**config.mk**
```make
export PLATFORM = sky130hd
export DESIGN_NAME = addr_trigger_detect
export DESIGN_NICKNAME = d
export VERILOG_FILES = /design/src/rtl/atd_pkg.sv /design/src/rtl/atd_line_filter.sv /design/src/rtl/atd_tick_gen.sv /design/src/rtl/atd_window_check.sv /design/src/rtl/addr_trigger_detect.sv
export SDC_FILE = /design/constraint.sdc
export NUM_CORES = 1
export LEC_CHECK = 0
export BUFFER_PORTS_ARGS = -buffer_cell sky130_fd_sc_hd__buf_2
export CORE_UTILIZATION = 60
export DETAILED_ROUTE_END_ITERATION = 8
export GPL_ROUTABILITY_DRIVEN = 0
export PLACE_DENSITY = 0.86
export SLEW_MARGIN = 20
export SYNTH_ARGS = -nofsm -noshare
export SYNTH_HDL_FRONTEND = slang
export SYNTH_SLANG_ARGS = --single-unit
```
**constraint.sdc**
```tcl
create_clock -name clk -period 2.9 [get_ports clk]
set_input_delay 0.58 -clock clk [delete_from_list [all_inputs] [get_ports clk]]
set_output_delay 0.58 -clock clk [all_outputs]
set_load 0.005 [all_outputs]
```
**src/rtl/atd_pkg.sv**
```systemverilog
package atd_pkg;

    localparam int CNT_W = 7;

    typedef logic [CNT_W-1:0] ucnt_t;

    typedef enum logic [2:0] {
        ST_IDLE,
        ST_MEASURE,
        ST_WAIT_LAUNCH,
        ST_FRAME,
        ST_LOCKOUT,
        ST_OVERLONG,
        ST_RECOVER
    } state_t;

    localparam ucnt_t FIXED_TOTAL = 7'd90;
    localparam ucnt_t ALT_EXTRA   = 7'd12;

    // shortest accepted low time per slave number, in unit times
    function automatic ucnt_t win_lo(input logic [1:0] id);
        ucnt_t v;
        unique case (id)
            2'd0:    v = 7'd8;
            2'd1:    v = 7'd16;
            2'd2:    v = 7'd29;
            default: v = 7'd50;
        endcase
        return v;
    endfunction

    // longest accepted low time per slave number, in unit times
    function automatic ucnt_t win_hi(input logic [1:0] id);
        ucnt_t v;
        unique case (id)
            2'd0:    v = 7'd14;
            2'd1:    v = 7'd27;
            2'd2:    v = 7'd48;
            default: v = 7'd81;
        endcase
        return v;
    endfunction

endpackage

```
**src/rtl/atd_line_filter.sv**
```systemverilog
module atd_line_filter #(
    parameter int SYNC_STAGES = 2,
    parameter int AGREE       = 2
) (
    input  logic clk,
    input  logic rst_n,
    input  logic line_i,
    output logic level_o
);

    logic [SYNC_STAGES-1:0] sync_q;
    logic [AGREE-1:0]       hist_q;

    generate
        for (genvar g = 0; g < SYNC_STAGES; g++) begin : g_sync
            always_ff @(posedge clk or negedge rst_n) begin
                if (!rst_n) begin
                    sync_q[g] <= 1'b1;
                end else if (g == 0) begin
                    sync_q[g] <= line_i;
                end else begin
                    sync_q[g] <= sync_q[(g == 0) ? 0 : g-1];
                end
            end
        end
    endgenerate

    logic all_low;
    logic all_high;

    assign all_low  = (hist_q == '0);
    assign all_high = (&hist_q);

    always_ff @(posedge clk or negedge rst_n) begin
        if (!rst_n) begin
            hist_q  <= '1;
            level_o <= 1'b1;
        end else begin
            hist_q <= {hist_q[AGREE-2:0], sync_q[SYNC_STAGES-1]};
            if (all_high) begin
                level_o <= 1'b1;
            end else if (all_low) begin
                level_o <= 1'b0;
            end
        end
    end

endmodule

```
**src/rtl/atd_tick_gen.sv**
```systemverilog
module atd_tick_gen #(
    parameter int CLK_PER_HALF_US = 4,
    parameter int UT_BASE_HALVES  = 6
) (
    input  logic       clk,
    input  logic       rst_n,
    input  logic       restart_i,
    input  logic [1:0] trim_i,
    output logic       half_tick_o,
    output logic       ut_tick_o
);

    localparam int PW = (CLK_PER_HALF_US > 1) ? $clog2(CLK_PER_HALF_US) : 1;
    localparam int HW = $clog2(UT_BASE_HALVES + 1);

    logic [PW-1:0] pre_q;
    logic [HW-1:0] half_q;
    logic [HW-1:0] halves_per_ut;
    logic          half_wrap;

    // each trim step removes half a microsecond from the unit time
    assign halves_per_ut = HW'(UT_BASE_HALVES) - HW'(trim_i);
    assign half_tick_o   = (pre_q == PW'(CLK_PER_HALF_US - 1));
    assign half_wrap     = (half_q == halves_per_ut - HW'(1));
    assign ut_tick_o     = half_tick_o && half_wrap;

    always_ff @(posedge clk or negedge rst_n) begin
        if (!rst_n) begin
            pre_q  <= '0;
            half_q <= '0;
        end else if (restart_i) begin
            pre_q  <= '0;
            half_q <= '0;
        end else begin
            pre_q <= half_tick_o ? '0 : pre_q + PW'(1);
            if (half_tick_o) begin
                half_q <= half_wrap ? '0 : half_q + HW'(1);
            end
        end
    end

endmodule

```
**src/rtl/atd_window_check.sv**
```systemverilog
module atd_window_check
    import atd_pkg::*;
(
    input  logic [1:0] slave_id_i,
    input  ucnt_t      count_i,
    output logic       below_o,
    output logic       above_o
);

    ucnt_t lo_tab [4];
    ucnt_t hi_tab [4];

    generate
        for (genvar g = 0; g < 4; g++) begin : g_win
            assign lo_tab[g] = win_lo(2'(g));
            assign hi_tab[g] = win_hi(2'(g));
        end
    endgenerate

    assign below_o = (count_i < lo_tab[slave_id_i]);
    assign above_o = (count_i > hi_tab[slave_id_i]);

endmodule

```
**src/rtl/addr_trigger_detect.sv**
```systemverilog
module addr_trigger_detect
    import atd_pkg::*;
#(
    parameter int CLK_PER_HALF_US = 4,
    parameter int UT_BASE_HALVES  = 6,
    parameter int LOCKOUT_US      = 90,
    parameter int RECOVER_US      = 30,
    parameter int SYNC_STAGES     = 2,
    parameter int AGREE           = 2
) (
    input  logic       clk,
    input  logic       rst_n,
    input  logic       line_i,
    input  logic       strap_lo_i,
    input  logic       strap_hi_i,
    input  logic [1:0] trim_i,
    input  logic       relative_mode_i,
    input  logic       frame_done_i,
    output logic       ready_o,
    output logic       sample_start_o,
    output logic       launch_o
);

    localparam int LOCK_HALVES    = 2 * LOCKOUT_US;
    localparam int RECOVER_HALVES = 2 * RECOVER_US;
    localparam int HOLD_W         = $clog2(LOCK_HALVES + 1);

    state_t state_q;
    state_t state_d;

    logic        line_lvl;
    logic        line_lvl_q;
    logic        fall;
    logic        rise;
    logic        half_tick;
    logic        ut_tick;
    logic        restart;
    logic        below;
    logic        above;
    logic        launch_due;
    logic        lock_done;
    logic        recover_done;

    ucnt_t       ut_cnt_q;
    ucnt_t       meas_q;
    ucnt_t       target;
    logic [HOLD_W-1:0] hold_q;
    logic [1:0]  id_q;
    logic [1:0]  trim_q;
    logic        rel_q;

    atd_line_filter #(
        .SYNC_STAGES (SYNC_STAGES),
        .AGREE       (AGREE)
    ) u_filter (
        .clk     (clk),
        .rst_n   (rst_n),
        .line_i  (line_i),
        .level_o (line_lvl)
    );

    atd_tick_gen #(
        .CLK_PER_HALF_US (CLK_PER_HALF_US),
        .UT_BASE_HALVES  (UT_BASE_HALVES)
    ) u_ticks (
        .clk         (clk),
        .rst_n       (rst_n),
        .restart_i   (restart),
        .trim_i      (trim_q),
        .half_tick_o (half_tick),
        .ut_tick_o   (ut_tick)
    );

    atd_window_check u_window (
        .slave_id_i (id_q),
        .count_i    (ut_cnt_q),
        .below_o    (below),
        .above_o    (above)
    );

    assign fall = line_lvl_q && !line_lvl;
    assign rise = !line_lvl_q && line_lvl;

    assign target       = rel_q ? (meas_q + ALT_EXTRA) : FIXED_TOTAL;
    assign launch_due   = ut_tick && ((ut_cnt_q + CNT_W'(1)) == target);
    assign lock_done    = half_tick && (hold_q == HOLD_W'(LOCK_HALVES - 1));
    assign recover_done = half_tick && (hold_q == HOLD_W'(RECOVER_HALVES - 1));

    // next-state logic
    always_comb begin
        state_d = state_q;
        unique case (state_q)
            ST_IDLE: begin
                if (fall) state_d = ST_MEASURE;
            end
            ST_MEASURE: begin
                if (above) begin
                    state_d = rise ? ST_RECOVER : ST_OVERLONG;
                end else if (rise) begin
                    state_d = below ? ST_IDLE : ST_WAIT_LAUNCH;
                end
            end
            ST_WAIT_LAUNCH: begin
                if (launch_due) state_d = ST_FRAME;
            end
            ST_FRAME: begin
                if (frame_done_i) state_d = ST_LOCKOUT;
            end
            ST_LOCKOUT: begin
                if (lock_done) state_d = ST_IDLE;
            end
            ST_OVERLONG: begin
                if (rise) state_d = ST_RECOVER;
            end
            ST_RECOVER: begin
                if (recover_done) state_d = ST_IDLE;
            end
            default: state_d = ST_IDLE;
        endcase
    end

    // the prescaler realigns whenever a timed state is entered
    assign restart = (state_d != state_q) &&
                     ((state_d == ST_MEASURE) || (state_d == ST_LOCKOUT) ||
                      (state_d == ST_RECOVER));

    // state register
    always_ff @(posedge clk or negedge rst_n) begin
        if (!rst_n) begin
            state_q <= ST_IDLE;
        end else begin
            state_q <= state_d;
        end
    end

    // datapath: counters and captured configuration
    always_ff @(posedge clk or negedge rst_n) begin
        if (!rst_n) begin
            line_lvl_q <= 1'b1;
            ut_cnt_q   <= '0;
            meas_q     <= '0;
            hold_q     <= '0;
            id_q       <= '0;
            trim_q     <= '0;
            rel_q      <= 1'b0;
        end else begin
            line_lvl_q <= line_lvl;

            if (state_q == ST_IDLE && fall) begin
                id_q   <= {strap_hi_i, strap_lo_i};
                trim_q <= trim_i;
                rel_q  <= relative_mode_i;
            end

            if (restart) begin
                ut_cnt_q <= '0;
            end else if (ut_tick && ut_cnt_q != '1 &&
                         (state_q == ST_MEASURE || state_q == ST_WAIT_LAUNCH)) begin
                ut_cnt_q <= ut_cnt_q + CNT_W'(1);
            end

            if (state_q == ST_MEASURE && state_d == ST_WAIT_LAUNCH) begin
                meas_q <= ut_cnt_q;
            end

            if (state_d != state_q) begin
                hold_q <= '0;
            end else if (half_tick &&
                         (state_q == ST_LOCKOUT || state_q == ST_RECOVER)) begin
                hold_q <= hold_q + HOLD_W'(1);
            end
        end
    end

    // registered outputs
    always_ff @(posedge clk or negedge rst_n) begin
        if (!rst_n) begin
            ready_o        <= 1'b1;
            sample_start_o <= 1'b0;
            launch_o       <= 1'b0;
        end else begin
            ready_o        <= (state_d == ST_IDLE);
            sample_start_o <= (state_q == ST_MEASURE) && (state_d == ST_WAIT_LAUNCH);
            launch_o       <= (state_q == ST_WAIT_LAUNCH) && (state_d == ST_FRAME);
        end
    end

endmodule

```
After elaboration in Yosys (flattened, before gate mapping). Index checks and enable logic that the tools add are counted.

$add $sub $neg: 7. Magnitude comparators: 3. Equality and inequality tests: 18. Muxes and demuxes: 29. Bitwise operators: 1. Reduce and logical (&&, ||, !) cells: 27.

Operators with widths (count): two-way mux 7 bit (7); two-way mux 3 bit (11); binary-select mux 7 bit (select 2 bit) (2); case mux 3 bit (7 select lines) (1); two-way mux 8 bit (2); == test 3 bit (second input constant) (5); logical AND 1 bit (13); == test 3 x 2 -> 1 bit (second input constant) (4); adder 8 x 1 -> 8 bit (second input constant) (1); == test 8 x 6 -> 1 bit (second input constant) (1); == test 8 bit (second input constant) (1); two-way mux 2 bit (4); nonzero test 2 bit (4); adder 7 x 1 -> 7 bit (second input constant) (1); adder 7 x 4 -> 7 bit (second input constant) (1); == test 7 bit (1); > comparator 7 bit (1); < comparator 7 bit (1); inequality test 7 bit (second input constant) (1); == test 3 x 1 -> 1 bit (second input constant) (2); logical NOT 3 bit (2); logical OR 1 bit (4); adder 3 x 1 -> 3 bit (second input constant) (1); == test 3 bit (1); 11 further kinds (13).

Flip-flop bits (word level): 44. Output and inout bits: 3.

Logic depth before layout (Yosys ltp).
Depth in word-level cells: 14. Mapped depth: 11.

Cells and area by module. A second synthesis with hierarchy kept.

Cells, all modules: 279. Area, all modules: 2900.3 sq um.

By module, submodules not included: addr_trigger_detect (times used 1, cells each 206, area an instance 2138.3 sq um, sequential area each 853.3 sq um); atd_tick_gen (times used 1, cells each 27, area an instance 305.3 sq um, sequential area each 125.1 sq um); atd_window_check (times used 1, cells each 39, area an instance 297.8 sq um, sequential area each 0.0 sq um); atd_line_filter (times used 1, cells each 7, area an instance 158.9 sq um, sequential area each 131.4 sq um).

Worst setup path before layout. OpenSTA, ideal clock, no wires.

Path kind: reg-to-reg. Start: register, netlist name id_q[0]. End: register id_q[0]. Library setup time: 0.125 ns. Arrival time: 2.477 ns. Required time: 2.775 ns. Path slack: 0.298 ns. Stages on the path, launching flop included: 10. Clock period less this slack: 2.602 ns. Path through: dfrtp_1 -> or2_2 -> ha_1 -> a21oi_1 -> a21oi_1 -> o22ai_1 -> a32oi_1 -> a311oi_1 -> nand2_2 -> mux2_2.

RTL lines: end signal, assigned (line addr_trigger_detect.sv:150) `id_q <= {strap_hi_i, strap_lo_i};`; end, declared (line addr_trigger_detect.sv:48) `logic [1:0] id_q;`.

==> out/summary.txt <==
SYNTH
-------------------------------------------------------------------------------------
Yosys warning count                                                                 0
Post-synth EDFFs                                                                    0
Netlist area before placement                                                2670 µm²
Flip-flop and latch count after synthesis                                          44
Cell types with the largest area share after synthesis                   dfrtp_1 (35%), ha_1 (8.0%), dfstp_2 (6.9%)
Proportion of synthesized chip area in sequential cells                         0.416
Fraction of registers with async set or reset after synthesis                    1.00
Flip-flop cell with the highest count after synthesis                         dfrtp_1
Commonest cells in the netlist                                           dfrtp_1 (37), nand2_1 (26), nor2_1 (23)
Synthesized instance count                                                        266
Top-count cell post-synth                                                     dfrtp_1
Share of the synthesized area in the top cell type                              0.347
Mean post-synth cell area                                                    10.0 µm²
Largest area contributor in the netlist                                       dfrtp_1
Syn_nets                                                                          292
Yosys cell types                                                                   56

SETUP PATH
-------------------------------------------------------------------------------------
Data required time at the worst endpoint                                      3080 ps
Crit. End Element                                                           flip-flop
Worst Path Arrival                                                            2920 ps
Critical Path Source Type                                                   flip-flop
Category of the critical setup timing path                                 reg -> reg
Worst r2r dst                                                               trim_q[0]
Register-to-register path setup slack                                          160 ps
Count of cells along the worst register-to-register path                           10
Crit-path max FO                                                                    6
R2r startpoint                                                                id_q[0]

GLOBAL ROUTE
-------------------------------------------------------------------------------------
All-layer global routing usage                                                  0.241
Maximum number of pins on one net before global-route repair                       45
Wire length of the first global-routing pass                                  8.36 mm
Initial antenna violation count                                                     0
Overall overflow remaining after global route                                       0
Number of global-route vias before repair                                       1,844

ROUTING
-------------------------------------------------------------------------------------
Final antenna-violating net count                                                   0
Average vias per placed instance                                                 5.91
Count of routing violations after the opening detailed-route iteration            127
DRC violations left                                                                 0
Wirelength, routed                                                            4.98 mm
Total number of vias                                                            1,956
Avg WL per Cell                                                               15.0 µm
Pre-Repair DR Iteration Count                                                       4

FLOORPLANNING
-------------------------------------------------------------------------------------
Vert. Die Dim                                                                 68.6 µm
Die Span X                                                                    68.6 µm
Row count                                                                          23
Core Footprint                                                               4140 µm²
Area enclosed by the die boundary                                            4710 µm²
I/O pin count                                                                      12
Initial core utilization                                                        0.643

LAYOUT
-------------------------------------------------------------------------------------
Total area of multi-input combinational cells                                1480 µm²
Number of inserted filler cells in the final layout                               312
Register area                                                                1110 µm²
Diode insertion count for antenna repair                                            0
Relative area change from synthesis to final layout                             8.50%
Share of post-route cells with drive strength above 1                           0.185
Final #Nets                                                                       306

RUN STATUS
-------------------------------------------------------------------------------------
Run status                                                               complete, no violations

PLACED DESIGN
-------------------------------------------------------------------------------------
Port bufs                                                                          11
DPL Wire Length                                                               3.52 mm

STA
-------------------------------------------------------------------------------------
Number of setup violations in the final report                                      0
Number of hold violations in the final report                                       0
Relative slew margins                                                           0.649
Final count of pins violating max slew                                              0
Final critical delay including setup and external delays                      2740 ps
Setup repair after global routing missed its margin                                no
Achievable Freq                                                               364 MHz
Setup tns final                                                                  0 ps
Post-route fraction of the period consumed by the critical path                 0.946
Transition time at the pin with the least slew margin                          525 ps
Worst clock skew                                                              11.4 ps

CLOCK NETWORK
-------------------------------------------------------------------------------------
Buffers from clock root to sink, at most                                            2
Clk root buf                                                                 clkbuf_8
Sink Count                                                                         44
Number of H-tree levels                                                             2
Clk slew on worst S/H paths                                                     80 ps
Skew-Pair Late Insertion Delay                                                 300 ps
CTS tree                                                                        built
CTS Buf Count                                                                       5

PWR
-------------------------------------------------------------------------------------
P_leak                                                                        1.32 nW
VDD IR-drop max                                                                436 µV
Overall power consumption                                                     2.02 mW
PwrDens                                                                    699 nW/µm²

HOLD PATH
-------------------------------------------------------------------------------------
Path class of the lowest-slack min-delay path                             in -> async

JOB
-------------------------------------------------------------------------------------
Max_cap viols                                                                       0

where the power goes:
| part | total [mW] | switching, mW | internal [mW] | leakage, nW |
|---|---|---|---|---|
| combinational | 0.763 | 0.422 | 0.340 | 0.707 |
| sequential | 0.861 | 0.125 | 0.736 | 0.569 |
| clock | 0.397 | 0.202 | 0.195 | 0.0455 |
critical path, cell delays in order, from the launching register on:
cell and delay, ps:
dfrtp_1 400, buf_4 160, nand2b_1 160, ha_1 310, nand4_1 140, a21oi_1 170
o22ai_2 150, or3_1 340, a311oi_2 310, nand2_2 170, mux2_2 310
per-layer routing:
layer | vias up | global-route usage | part of all wire
met5 | - | 0 | 0
met3 | 9 | 0.0444 | 0.037
met2 | 39 | 0.384 | 0.45
met4 | 0 | 0.0885 | 0.016
met1 | 936 | 0.327 | 0.50
li1 | 972 | - | -
cell type report:
cell class	instances	share of cell area
multi-input combinational	202	0.510
sequential	44	0.384
timing repair buffer	16	0.0389
clock buffer	8	0.0312
tap	50	0.0216
inverter	11	0.0143
layout by cell type, fill, tap and decap left out, types with 3 or more instances in the layout:
| cell | instances |
|---|---|
| xnor2_1 | 11 |
| xor2_1 | 13 |
| inv_1 | 11 |
| mux2_2 | 11 |
| o21ai_0 | 11 |
| mux2i_1 | 3 |
| ha_1 | 17 |
| clkbuf_8 | 6 |
| nand4_1 | 5 |
| a21oi_1 | 16 |
| and3_1 | 5 |
| nand3b_1 | 3 |
| dfrtp_1 | 37 |
| nand3_1 | 7 |
| nor2_1 | 23 |
| nand2_1 | 26 |
| nor3b_1 | 3 |
| nor3_1 | 6 |
| dfstp_2 | 7 |
| buf_4 | 4 |
| buf_2 | 11 |
metrics by stage:
stage / utilization / std cells / instance area (µm²) / worst slack, ps / hold WS, ps
finish: 0.698 / 331 / 2890 / 155 / 252
floorplan: - / 266 / 2670 / 298 / 284
global placement: 0.666 / 322 / 2760 / 188 / 346
global route: 0.698 / 331 / 2890 / 18.2 / 279
detailed placement: 0.666 / 322 / 2760 / 66.2 / 347
CTS: 0.688 / 330 / 2850 / 35.9 / 358
registers in the layout, indices dropped and copies added (netlist names):
signal / count
hold_q: 8
meas_q: 7
ut_cnt_q: 7
state_q: 3
u_ticks.half_q: 3
id_q: 2
trim_q: 2
u_filter.hist_q: 2
u_filter.sync_q: 2
u_ticks.pre_q: 2
launch_o: 1
line_lvl_q: 1
ready_o: 1
rel_q: 1
sample_start_o: 1
u_filter.level_o: 1
kinds of logic after synthesis:
family / count (synthesis) / synth area share
simple gates: 97 / 0.194
flops: 44 / 0.416
compound gates: 47 / 0.117
mux: 15 / 0.0634
buf+inv: 20 / 0.0347
xor+xnor: 26 / 0.0939
fa+ha+maj: 17 / 0.0798
what timing repair did:
| item | 4_1_cts | 5_1_grt |
|---|---|---|
| buffers inserted | 0 | 0 |
| resized for setup | 0 | 2 |
| hold buffers | 0 | 0 |
| setup endpoints to repair | 0 | 17 |
worst max-delay path by stage:
| stage | from | endpoint | slack, ps | cells after the start |
|---|---|---|---|---|
| after global placement | id_q[0] | trim_q[1] | 190 | 9 |
| after CTS | id_q[0] | trim_q[0] | 40 | 9 |
| after floorplan | id_q[0] | id_q[0] | 300 | 9 |
| after detailed placement | id_q[0] | trim_q[0] | 70 | 9 |
| after global routing | ut_cnt_q[0] | u_ticks.pre_q[0] | 20 | 8 |
| final | id_q[0] | trim_q[0] | 160 | 10 |
Power figures use the tool's default switching activity.
